**src/rtl/timer_pkg.sv**
```systemverilog
package timer_pkg;

    typedef enum logic [1:0] {
        MODE_INTERNAL = 2'b00,
        MODE_PINCLK   = 2'b01,
        MODE_QUAD     = 2'b10,
        MODE_HOLD     = 2'b11
    } tmr_mode_e;

    // state value equals the synchronized encoder pattern {A,B}
    typedef enum logic [1:0] {
        PH_00 = 2'b00,
        PH_01 = 2'b01,
        PH_10 = 2'b10,
        PH_11 = 2'b11
    } quad_phase_e;

    typedef struct packed {
        logic fire;
        logic up;
    } cnt_evt_t;

endpackage

```
**src/rtl/timer_insync.sv**
```systemverilog
module timer_insync #(
    parameter int WIDTH  = 2,
    parameter int STAGES = 2
) (
    input  logic             clk_i,
    input  logic             rst_ni,
    input  logic [WIDTH-1:0] async_i,
    output logic [WIDTH-1:0] sync_o
);
    localparam int LAST = STAGES - 1;

    logic [WIDTH-1:0] chain_q [STAGES];

    always_ff @(posedge clk_i or negedge rst_ni) begin
        if (!rst_ni) begin
            for (int s = 0; s < STAGES; s++) chain_q[s] <= '0;
        end else begin
            chain_q[0] <= async_i;
            for (int s = 1; s < STAGES; s++) chain_q[s] <= chain_q[s-1];
        end
    end

    assign sync_o = chain_q[LAST];
endmodule

```
**src/rtl/timer_quad_fsm.sv**
```systemverilog
module timer_quad_fsm
    import timer_pkg::*;
(
    input  logic       clk_i,
    input  logic       rst_ni,
    input  logic       en_i,
    input  logic [1:0] ab_i,
    output logic       up_o,
    output logic       dn_o,
    output logic       jump_o
);
    quad_phase_e state_q, state_d;
    logic up_raw, dn_raw, jump_raw;

    // state register: always follows the sampled pattern
    always_ff @(posedge clk_i or negedge rst_ni) begin
        if (!rst_ni) state_q <= PH_00;
        else         state_q <= state_d;
    end

    // transition classification and outputs
    always_comb begin
        state_d  = quad_phase_e'(ab_i);
        up_raw   = 1'b0;
        dn_raw   = 1'b0;
        jump_raw = 1'b0;
        unique case (state_q)
            PH_00: begin
                if      (ab_i == 2'b10) up_raw   = 1'b1;
                else if (ab_i == 2'b01) dn_raw   = 1'b1;
                else if (ab_i == 2'b11) jump_raw = 1'b1;
            end
            PH_10: begin
                if      (ab_i == 2'b11) up_raw   = 1'b1;
                else if (ab_i == 2'b00) dn_raw   = 1'b1;
                else if (ab_i == 2'b01) jump_raw = 1'b1;
            end
            PH_11: begin
                if      (ab_i == 2'b01) up_raw   = 1'b1;
                else if (ab_i == 2'b10) dn_raw   = 1'b1;
                else if (ab_i == 2'b00) jump_raw = 1'b1;
            end
            PH_01: begin
                if      (ab_i == 2'b00) up_raw   = 1'b1;
                else if (ab_i == 2'b11) dn_raw   = 1'b1;
                else if (ab_i == 2'b10) jump_raw = 1'b1;
            end
        endcase
    end

    assign up_o   = en_i & up_raw;
    assign dn_o   = en_i & dn_raw;
    assign jump_o = en_i & jump_raw;
endmodule

```
**src/rtl/timer_core.sv**
```systemverilog
module timer_core
    import timer_pkg::*;
#(
    parameter int CNT_W = 16
) (
    input  logic             clk_i,
    input  logic             rst_ni,
    input  cnt_evt_t         evt_i,
    input  logic             jump_i,
    input  logic             wr_en_i,
    input  logic [CNT_W-1:0] wr_data_i,
    input  logic             clr_i,
    output logic [CNT_W-1:0] count_o,
    output logic             ovf_o,
    output logic             unf_o,
    output logic             qerr_o
);
    localparam logic [CNT_W-1:0] CNT_MAX = {CNT_W{1'b1}};
    localparam logic [CNT_W-1:0] CNT_ONE = {{(CNT_W-1){1'b0}}, 1'b1};

    logic [CNT_W-1:0] cnt_q, cnt_d;
    logic ovf_q, unf_q, qerr_q;
    logic take_evt, wrap_up, wrap_dn;

    always_comb begin
        take_evt = evt_i.fire & ~wr_en_i;
        wrap_up  = take_evt &  evt_i.up & (cnt_q == CNT_MAX);
        wrap_dn  = take_evt & ~evt_i.up & (cnt_q == '0);
        if (wr_en_i)       cnt_d = wr_data_i;
        else if (take_evt) cnt_d = evt_i.up ? cnt_q + CNT_ONE : cnt_q - CNT_ONE;
        else               cnt_d = cnt_q;
    end

    always_ff @(posedge clk_i or negedge rst_ni) begin
        if (!rst_ni) begin
            cnt_q  <= '0;
            ovf_q  <= 1'b0;
            unf_q  <= 1'b0;
            qerr_q <= 1'b0;
        end else begin
            cnt_q  <= cnt_d;
            ovf_q  <= wrap_up | (ovf_q  & ~clr_i);
            unf_q  <= wrap_dn | (unf_q  & ~clr_i);
            qerr_q <= jump_i  | (qerr_q & ~clr_i);
        end
    end

    assign count_o = cnt_q;
    assign ovf_o   = ovf_q;
    assign unf_o   = unf_q;
    assign qerr_o  = qerr_q;
endmodule

```
**src/rtl/updn_timer.sv**
```systemverilog
module updn_timer
    import timer_pkg::*;
#(
    parameter int CNT_W       = 16,
    parameter int SYNC_STAGES = 2
) (
    input  logic             clk_i,
    input  logic             rst_ni,
    input  logic [1:0]       mode_i,
    input  logic             tclk_pin_i,
    input  logic             tdir_pin_i,
    input  logic             wr_en_i,
    input  logic [CNT_W-1:0] wr_data_i,
    input  logic             flag_clr_i,
    output logic [CNT_W-1:0] count_o,
    output logic             ovf_o,
    output logic             unf_o,
    output logic             qerr_o
);
    localparam int PIN_N = 2;

    tmr_mode_e        mode;
    logic [PIN_N-1:0] pins_s;
    logic             clk_s, dir_s, clk_prev_q;
    logic             q_up, q_dn, q_jump;
    cnt_evt_t         evt;

    assign mode = tmr_mode_e'(mode_i);

    timer_insync #(.WIDTH(PIN_N), .STAGES(SYNC_STAGES)) i_sync (
        .clk_i   (clk_i),
        .rst_ni  (rst_ni),
        .async_i ({tclk_pin_i, tdir_pin_i}),
        .sync_o  (pins_s)
    );

    assign clk_s = pins_s[1];
    assign dir_s = pins_s[0];

    always_ff @(posedge clk_i or negedge rst_ni) begin
        if (!rst_ni) clk_prev_q <= 1'b0;
        else         clk_prev_q <= clk_s;
    end

    timer_quad_fsm i_quad (
        .clk_i  (clk_i),
        .rst_ni (rst_ni),
        .en_i   (mode == MODE_QUAD),
        .ab_i   (pins_s),
        .up_o   (q_up),
        .dn_o   (q_dn),
        .jump_o (q_jump)
    );

    // event source select
    always_comb begin
        unique case (mode)
            MODE_INTERNAL: evt = '{fire: 1'b1,               up: dir_s};
            MODE_PINCLK:   evt = '{fire: clk_s ^ clk_prev_q, up: dir_s};
            MODE_QUAD:     evt = '{fire: q_up | q_dn,        up: q_up};
            MODE_HOLD:     evt = '{fire: 1'b0,               up: 1'b0};
        endcase
    end

    timer_core #(.CNT_W(CNT_W)) i_core (
        .clk_i     (clk_i),
        .rst_ni    (rst_ni),
        .evt_i     (evt),
        .jump_i    (q_jump),
        .wr_en_i   (wr_en_i),
        .wr_data_i (wr_data_i),
        .clr_i     (flag_clr_i),
        .count_o   (count_o),
        .ovf_o     (ovf_o),
        .unf_o     (unf_o),
        .qerr_o    (qerr_o)
    );
endmodule

```
**config.mk**
```make
export PLATFORM = sky130hd
export DESIGN_NAME = updn_timer
export DESIGN_NICKNAME = d
export VERILOG_FILES = /design/src/rtl/timer_pkg.sv /design/src/rtl/timer_insync.sv /design/src/rtl/timer_quad_fsm.sv /design/src/rtl/timer_core.sv /design/src/rtl/updn_timer.sv
export SDC_FILE = /design/constraint.sdc
export NUM_CORES = 1
export LEC_CHECK = 0
export BUFFER_PORTS_ARGS = -buffer_cell sky130_fd_sc_hd__buf_2
export CAP_MARGIN = 20
export CORE_UTILIZATION = 40
export CTS_CLUSTER_SIZE = 30
export DETAILED_ROUTE_END_ITERATION = 12
export GPL_ROUTABILITY_DRIVEN = 1
export PLACE_DENSITY = 0.58
export SLEW_MARGIN = 10
export SYNTH_ARGS = -nofsm -noshare
export SYNTH_HDL_FRONTEND = slang
export SYNTH_SLANG_ARGS = --single-unit
export TNS_END_PERCENT = 50
```
**constraint.sdc**
```tcl
create_clock -name clk_i -period 3.93 [get_ports clk_i]
set_input_delay 0.393 -clock clk_i [delete_from_list [all_inputs] [get_ports clk_i]]
set_output_delay 0.393 -clock clk_i [all_outputs]
set_load 0.05 [all_outputs]
```
==> results of run 1 <==
==> power breakdown <==
part | leakage, nW | switching (mW) | internal, mW
clock | 0.0217 | 0.0914 | 0.0721
sequential | 0.303 | 0.0703 | 0.303
combinational | 0.650 | 0.471 | 0.276
total | 0.976 | 0.632 | 0.651
==> final timing paths <==
| path | slack, ns | endpoint | cells after the start |
|---|---|---|---|
| setup reg to reg | 0.38 | i_core.count_o[12] | 11 |
| hold / removal | 0.1 | i_sync.sync_o[1] | 1 |
| setup / recovery | 0.38 | i_core.count_o[12] | 11 |
| max in group asynchronous | 3.46 | i_core.qerr_o | 1 |
| min in group clk_i | 0.22 | i_sync.chain_q[2] | 1 |
| hold reg to reg | 0.36 | i_sync.sync_o[1] | 0 |
==> final cells by class <==
cell class,count,area [sq um]
multi-input cells,165,1150
clock buffers,3,41.3
inverters,10,37.5
clock inverters,1,7.51
flip-flops and latches,25,626
well taps,52,65.1
repair buffers,42,210
fillers,435,2250
==> synthesized netlist by cell type, types with 3 or more instances <==
library cell  count
a21o_1            5
a21oi_1          14
a221o_1           3
clkbuf_1          4
dfrtp_1          25
ha_1             14
inv_1            10
mux2_2            3
nand2_1          26
nand3_1           5
nand4_1           5
nor2_1           14
nor4_1            6
o21a_1            3
o21ai_0          15
o221ai_1          5
o32ai_1           3
xnor2_1          11
xor2_1            7
==> worst max-delay path, stage by stage (launching register included) <==
cell     delay [ns]
dfrtp_1        0.43
nor3b_1        0.21
a21oi_1        0.06
o32ai_1        0.49
inv_1          0.44
ha_1           0.48
a21o_1         0.22
a221o_1        0.40
nand2_1        0.15
o31ai_1        0.10
xor2_1         0.14
a221o_1        0.32
==> registers in the layout, summed over array words and instances (netlist names) <==
register and cells:
i_sync.sync_o 2, i_sync.chain_q 2, i_core.qerr_o 1, i_core.unf_o 1, i_core.ovf_o 1, i_core.count_o 16
i_quad.state_q 2
==> cell families after synthesis <==
family | after synthesis | share of synthesized area
flip-flops | 25 | 0.341
AO/OA/AOI/OAI | 62 | 0.234
multiplexers | 4 | 0.0239
adder cells (fa/ha/maj) | 15 | 0.106
buffers and inverters | 16 | 0.0341
AND/OR/NAND/NOR | 66 | 0.175
XOR/XNOR | 18 | 0.0859
==> per-layer routing <==
layer	GRT usage	up-vias	wire length, um	part of all wire
met5	0	-	0	0
met4	0.0400	0	38	0.0085
met3	0.0247	5	138	0.031
met2	0.300	32	2020	0.45
met1	0.278	799	2290	0.51
li1	-	843	-	-
==> stage by stage <==
step / hold slack (ns) / setup slack, ns / instance area, sq um / std cells / power [mW]
after detailed placement: 0.341 / 0.326 / 2090 / 294 / 1.12
after CTS: 0.118 / 0.362 / 2130 / 298 / 1.29
after global routing: 0.135 / 0.0537 / 2130 / 298 / 1.38
after global placement: 0.332 / 0.403 / 2090 / 294 / 1.12
final: 0.0986 / 0.378 / 2130 / 298 / 1.28
after floorplan: 0.0974 / 0.780 / 1840 / 206 / 0.956
==> impl_metrics.py, run 1 <==
metrics = {
    "sta": {
        "min_period_over_period": 0.904,
        "drv_slew": 0,
        "finalSetupTns_ns": 0,
        "finalSetupViolCount": 0,
        "slew_headroom": 0.351,
        "clock-skew-final_ns": 0.00245,
        "rsz0062_at_grt": "false",
        "worst_pin_slew_ns": 0.974,
        "fin_crit_ns": 3.55,
        "max_freq_mhz": 282,
        "hold_viol_final": 0,
    },
    "clock_network": {
        "postCtsSetupBuffers": 0,
        "cts-resized-gates": 0,
        "clkLatencyLatePin_ns": 0.28,
        "cts_root_buffer": "clkbuf_8",
        "clk_path_buf_depth": 2,
        "cts_tree": "yes",
        "path_clk_slew_ns": 0.10,
        "cts_hold_repair.buffers": 0,
        "htree_levels": 1,
        "cts.sinks": 25,
        "cts_made_buffers": 3,
    },
    "worst_setup_path": {
        "path_class": "flip-flop to flip-flop",
        "start_kind": "flip-flop",
        "crit_path_max_fanout": 15,
        "cp.arrival_ns": 3.72,
        "required_ns": 4.10,
        "crit_path_end_kind": "flip-flop",
        "timing.rr.start": "i_sync.sync_o[0]",
        "startpoint": "i_sync.sync_o[0]",
    },
    "finish": {
        "fin_util": 0.487,
        "diodes": 0,
        "areaGrowthSynthToFinish_pct": 16.3,
        "layout_common_cells": "buf_2, nand2_1, dfrtp_1",
        "final_common_cell": "buf_2",
        "drive_gt1_frac": 0.224,
        "fin_nets": 286,
    },
    "hold_path": {
        "hold_class": "input port to async pin",
    },
    "die": {
        "core_area_sq_um": 4380,
        "die_w_um": 69.7,
        "design.die.area_sq_um": 4860,
        "die_y_um": 69.7,
        "start_util": 0.419,
        "io_pins": 43,
        "num_rows": 24,
    },
    "global_route": {
        "grt_overflow": 0,
        "grt_pass1_vias": 1548,
        "grt_first_pass_wirelength_mm": 7.43,
        "grt_max_degree": 32,
        "gr-usage-all-layers": 0.190,
        "antenna_found_initial": 0,
    },
    "yosys": {
        "yosysWarnings": 0,
        "synth_top_area_frac": 0.341,
        "synth_seq_cells": 25,
        "synth_edf_count": 0,
        "synthArstFlopShare": 1.00,
        "yosysTopAreaCell": "dfrtp_1",
        "syn_area_sq_um": 1840,
        "syn_area_per_cell_sq_um": 8.91,
        "ys_seq_area_frac": 0.341,
        "syn_nets": 245,
        "synth_flop_cell": "dfrtp_1",
        "syn_inst": 206,
        "synth_area_leaders": "dfrtp_1, ha_1, nand2_1, xnor2_1, o21ai_0",
        "synth_cell_types": 43,
    },
    "route": {
        "routed-via-count": 1679,
        "drtIter0Drc": 52,
        "drt_first_pass_iters": 4,
        "wirelength_mm": 4.49,
        "route.detailed.drc": 0,
        "viasPerCell": 5.63,
        "wire_per_inst_um": 15.1,
        "antenna_left": 0,
    },
    "place": {
        "portBuffers": 42,
        "dp_hpwl_mm": 3.38,
        "gp_congestion": 0.847,
    },
    "power": {
        "max-vdd-ir-drop_v": 0.000329,
        "p_leak_nw": 0.976,
        "powerDensity_nw_per_um2": 601,
    },
    "outcome": {
        "status": "finished clean",
    },
    "job": {
        "maxCapViolations": 0,
    },
}
Power figures use the tool's default switching activity.
==> run 2: changes to the inputs <==
--- a/config.mk
+++ b/config.mk
@@ -7,11 +7,11 @@
 export LEC_CHECK = 0
 export BUFFER_PORTS_ARGS = -buffer_cell sky130_fd_sc_hd__buf_2
 export CAP_MARGIN = 20
-export CORE_UTILIZATION = 40
+export CORE_UTILIZATION = 30
 export CTS_CLUSTER_SIZE = 30
 export DETAILED_ROUTE_END_ITERATION = 12
 export GPL_ROUTABILITY_DRIVEN = 1
-export PLACE_DENSITY = 0.58
+export PLACE_DENSITY = 0.46
 export SLEW_MARGIN = 10
 export SYNTH_ARGS = -nofsm -noshare
 export SYNTH_HDL_FRONTEND = slang
==> impl_metrics.py, run 2 (synthesis gave the netlist of run 1 again) <==
metrics = {
    "sta": {
        "rsz0062_at_grt": "false",
        "hold_viol_final": 0,
        "max_freq_mhz": 276,
        "layout_setup_ws_ns": 0.301,
        "drv_slew": 0,
        "slew_headroom": 0.588,
        "min_period_over_period": 0.923,
        "worst_pin_slew_ns": 0.617,
        "fin_crit_ns": 3.63,
        "finalSetupTns_ns": 0,
        "clock-skew-final_ns": 0.0131,
        "finalSetupViolCount": 0,
    },
    "clock_network": {
        "path_clk_slew_ns": 0.11,
        "cts.sinks": 25,
        "cts-resized-gates": 0,
        "htree_levels": 1,
        "cts_root_buffer": "clkbuf_8",
        "cts_made_buffers": 3,
        "clk_path_buf_depth": 2,
        "cts_tree": "yes",
        "cts_hold_repair.buffers": 0,
        "postCtsSetupBuffers": 0,
        "clkLatencyLatePin_ns": 0.28,
    },
    "finish": {
        "layout_common_cells": "buf_2, nand2_1, dfrtp_1",
        "areaGrowthSynthToFinish_pct": 18.3,
        "diodes": 0,
        "nFillCells": 647,
        "fin_nets": 287,
        "largest_register_ffs": 16,
        "drive_gt1_frac": 0.227,
        "final_common_cell": "buf_2",
        "fin_util": 0.367,
    },
    "worst_setup_path": {
        "timing.rr.start": "i_sync.sync_o[0]",
        "rrSetupSlack_ns": 0.30,
        "critical-path-max-stage-delay_ns": 0.53,
        "cp_common_cell": "a221o_1",
        "worstPathCellList": "nor3b_1, a21oi_1, o32ai_1, inv_1, fa_1, a21o_1, a221o_1, nand2_1, o31ai_1, xor2_1, a221o_1",
        "cp_slowest_cell": "fa_1",
        "cp.arrival_ns": 3.81,
        "crit_path_end_kind": "flip-flop",
        "required_ns": 4.11,
        "crit_end": "i_core.count_o[12]",
        "path_class": "flip-flop to flip-flop",
        "r2r_cells": 11,
        "crit_path_max_fanout": 15,
        "timing.rr.end": "i_core.count_o[12]",
        "startpoint": "i_sync.sync_o[0]",
        "start_kind": "flip-flop",
    },
    "die": {
        "num_rows": 28,
        "io_pins": 43,
        "die_w_um": 80.2,
        "start_util": 0.310,
        "die_y_um": 80.2,
        "design.die.area_sq_um": 6440,
        "core_area_sq_um": 5920,
    },
    "route": {
        "antenna_left": 0,
        "drtIter0Drc": 69,
        "wirelength_mm": 4.91,
        "wire_per_inst_um": 15.3,
        "viasPerCell": 5.13,
        "routed-via-count": 1653,
        "drt_first_pass_iters": 4,
        "route.detailed.drc": 0,
    },
    "global_route": {
        "grt_first_pass_wirelength_mm": 8.41,
        "grt_max_degree": 32,
        "grt_pass1_vias": 1719,
        "antenna_found_initial": 0,
        "gr-usage-all-layers": 0.168,
        "grt_overflow": 0,
    },
    "power": {
        "p_leak_nw": 0.980,
        "max-vdd-ir-drop_v": 0.000284,
        "powerDensity_nw_per_um2": 595,
    },
    "hold_path": {
        "hold_class": "input port to async pin",
    },
    "place": {
        "place_ws_ns": 0.274,
        "dp_hpwl_mm": 3.71,
        "gp_congestion": 0.820,
        "portBuffers": 42,
    },
    "outcome": {
        "status": "finished clean",
    },
    "job": {
        "maxCapViolations": 0,
    },
}
## run 2: layer usage
metal  wire length, um  track usage
met5                 0            0
met4                 7       0.0107
met3               203       0.0307
met2              2190        0.294
met1              2510        0.224
## run 2: worst min path at each step
| stage | slack [ns] | from | endpoint | depth (start not counted) |
|---|---|---|---|---|
| 6_report | 0.11 | rst_ni | i_sync.chain_q[2] | 1 |
| 5_1_grt | 0.16 | rst_ni | i_core.count_o[11] | 1 |
| 4_1_cts | 0.13 | rst_ni | i_core.count_o[11] | 1 |
| 3_5_place_dp | 0.34 | i_sync.chain_q[2] | i_sync.sync_o[0] | 0 |
| 3_3_place_gp | 0.34 | i_sync.chain_q[3] | i_sync.sync_o[1] | 0 |
| 2_1_floorplan | 0.1 | rst_ni | i_core.count_o[0] | 0 |
## run 2: area by class of cell
cell class,instances,area (sq um),area share
Multi-Input combinational cell,165,1150,0.529
Clock inverter,1,7.51,0.00346
Clock buffer,3,41.3,0.0190
Tap cell,75,93.8,0.0432
Timing Repair Buffer,43,218,0.100
Inverter,10,37.5,0.0173
Sequential cell,25,626,0.288
## run 2: stage by stage
| step | hold WS, ns | total power [mW] | cell area, sq um | instances |
|---|---|---|---|---|
| after floorplan | 0.0974 | 0.956 | 1840 | 206 |
| after global placement | 0.338 | 1.13 | 2120 | 318 |
| after detailed placement | 0.340 | 1.13 | 2120 | 318 |
| after CTS | 0.128 | 1.31 | 2170 | 322 |
| after global routing | 0.164 | 1.40 | 2170 | 322 |
| final | 0.108 | 1.29 | 2170 | 322 |
## run 2: report_power, final
part           internal, mW  switching, mW  total (mW)
sequential            0.303         0.0690       0.372
combinational         0.278          0.473       0.750
clock                0.0722         0.0964       0.169
## run 2: worst max-delay path: cells and delay by family, from the launching register on
kind / cells / cell delay, ns
adders and majority gates: 1 / 0.53
AOI/OAI and AO/OA: 6 / 1.56
xor gates and xnor gates: 1 / 0.15
DFF: 1 / 0.45
buffers and inverters: 1 / 0.46
and+or+nand+nor: 2 / 0.38
==> run 3: changes to the inputs <==
--- a/config.mk
+++ b/config.mk
@@ -7,11 +7,11 @@
 export LEC_CHECK = 0
 export BUFFER_PORTS_ARGS = -buffer_cell sky130_fd_sc_hd__buf_2
 export CAP_MARGIN = 20
-export CORE_UTILIZATION = 30
+export CORE_UTILIZATION = 54
 export CTS_CLUSTER_SIZE = 30
 export DETAILED_ROUTE_END_ITERATION = 12
 export GPL_ROUTABILITY_DRIVEN = 1
-export PLACE_DENSITY = 0.46
+export PLACE_DENSITY = 0.76
 export SLEW_MARGIN = 10
 export SYNTH_ARGS = -nofsm -noshare
 export SYNTH_HDL_FRONTEND = slang
==> impl_metrics.py, run 3 (synthesis gave the netlist of run 1 again) <==
metrics = {
    "worst_setup_path": {
        "timing.rr.end": "i_core.count_o[12]",
        "worstPathCellList": "nor3b_1, a21oi_1, o32ai_1, inv_1, fa_1, a21o_1, a221o_1, nand2_1, o31ai_1, xor2_1, a221o_1",
        "cp_common_cell": "a221o_1",
        "start_kind": "flip-flop",
        "required_ns": 4.14,
        "timing.rr.start": "i_sync.sync_o[0]",
        "path_class": "flip-flop to flip-flop",
        "path_buf_inv": 1,
        "r2r_cells": 11,
        "cp.arrival_ns": 3.71,
        "critical-path-max-stage-delay_ns": 0.51,
        "crit_path_max_fanout": 15,
        "crit_path_end_kind": "flip-flop",
        "crit_family": "compound AO/OA/AOI/OAI gates",
        "cp_slowest_cell": "fa_1",
        "rrSetupSlack_ns": 0.43,
    },
    "route": {
        "routed-via-count": 1680,
        "wire_per_inst_um": 14.6,
        "drt_first_pass_iters": 4,
        "wl_met3_um": 155,
        "top_layer": "met4",
        "wl_met2_mm": 1.94,
        "wl_met1_mm": 2.09,
        "wirelength_mm": 4.22,
        "route.detailed.drc": 0,
        "drtIter0Drc": 46,
        "viasPerCell": 5.79,
        "antenna_left": 0,
    },
    "clock_network": {
        "postCtsSetupBuffers": 0,
        "cts_tree": "yes",
        "cts_made_buffers": 3,
        "path_clk_slew_ns": 0.13,
        "clkLatencyLatePin_ns": 0.31,
        "cts_hold_repair.buffers": 0,
        "cts_root_buffer": "clkbuf_4",
        "cts-resized-gates": 0,
        "htree_levels": 1,
        "cts.sinks": 25,
        "clk_path_buf_depth": 2,
    },
    "place": {
        "dp_hpwl_mm": 3.29,
        "portBuffers": 42,
        "placed_area_sq_um": 2080,
        "place_ws_ns": 0.375,
        "gp_congestion": 0.918,
        "dp.cells": 286,
    },
    "global_route": {
        "grt_max_degree": 32,
        "grt_first_pass_wirelength_mm": 7.04,
        "gr-usage-all-layers": 0.256,
        "antenna_found_initial": 0,
        "grt_pass1_vias": 1528,
        "grt_overflow": 0,
    },
    "finish": {
        "largest_register_ffs": 16,
        "fin_nets": 286,
        "areaGrowthSynthToFinish_pct": 14.5,
        "design_area_sq_um": 2100,
        "nFillCells": 280,
        "finalNonFillerCells": 290,
        "final_common_cell": "buf_2",
        "drive_gt1_frac": 0.220,
        "layout_common_cells": "buf_2, nand2_1, dfrtp_1",
        "diodes": 0,
    },
    "power": {
        "p_leak_nw": 0.969,
        "powerDensity_nw_per_um2": 583,
        "max-vdd-ir-drop_v": 0.000341,
    },
    "die": {
        "num_rows": 20,
        "die_w_um": 60.3,
        "core_area_sq_um": 3130,
        "design.die.area_sq_um": 3640,
        "die_y_um": 60.3,
        "start_util": 0.587,
        "io_pins": 43,
    },
    "sta": {
        "max_freq_mhz": 286,
        "min_period_over_period": 0.891,
        "finalSetupViolCount": 0,
        "clock-skew-final_ns": 0.00283,
        "layout_setup_ws_ns": 0.428,
        "worst_pin_slew_ns": 0.941,
        "rsz0062_at_grt": "false",
        "drv_slew": 0,
        "finalSetupTns_ns": 0,
        "slew_headroom": 0.373,
        "fin_crit_ns": 3.50,
        "hold_viol_final": 0,
    },
    "outcome": {
        "status": "finished clean",
    },
    "hold_path": {
        "hold_class": "input port to async pin",
    },
    "job": {
        "maxCapViolations": 0,
    },
}
-- run 3: cell types whose count changed in the layout (fill, tap and decap cells not counted), sizes merged --
cell      previous run  this run
buf                 43        42
clkbuf               3         4
clkinvlp             1         0
-- run 3: how the worst max path moves through the flow --
stage | to | startpoint | cells past startpoint
global route | i_core.count_o[12] | i_sync.sync_o[0] | 11
finish | i_core.count_o[12] | i_sync.sync_o[0] | 11
CTS | i_core.count_o[12] | i_sync.sync_o[0] | 11
detailed placement | i_core.count_o[12] | mode_i[1] | 12
floorplan | i_core.count_o[12] | i_sync.sync_o[0] | 11
global placement | i_core.count_o[12] | mode_i[1] | 12
-- run 3: per-stage QoR --
stage	utilization	hold WS, ns	total power [mW]
after detailed placement	0.664	0.337	1.12
final	0.672	0.0521	1.22
after global routing	0.672	0.0781	1.33
after floorplan	-	0.0974	0.956
after global placement	0.664	0.333	1.11
after CTS	0.672	0.0587	1.23
-- run 3: worst register-to-register path: cells and delay by family (launching register included) --
| family | cells | cell delay (ns) |
|---|---|---|
| buffers and inverters | 1 | 0.41 |
| AO/OA/AOI/OAI | 6 | 1.53 |
| XOR/XNOR | 1 | 0.15 |
| adder cells (fa/ha/maj) | 1 | 0.51 |
| flip-flops | 1 | 0.45 |
| AND/OR/NAND/NOR | 2 | 0.37 |
-- run 3: cell type report --
cell class,count,area (sq um),area share
inverter,10,37.5,0.0179
sequential,25,626,0.298
clock buffer,4,26.3,0.0125
multi-input combinational,165,1150,0.546
timing repair buffer,42,210,0.100
tap,44,55.1,0.0262
-- run 3: layer usage --
layer / global-route usage / up-vias
met1: 0.373 / 781
li1: - / 853
met2: 0.419 / 42
met4: 0.0532 / 0
met5: 0 / -
met3: 0.0130 / 4
-- run 3: power by group --
group          internal [mW]  total [mW]  switching, mW
Combinational          0.276       0.739          0.463
Clock                 0.0396       0.112         0.0723
Sequential             0.302       0.374         0.0714
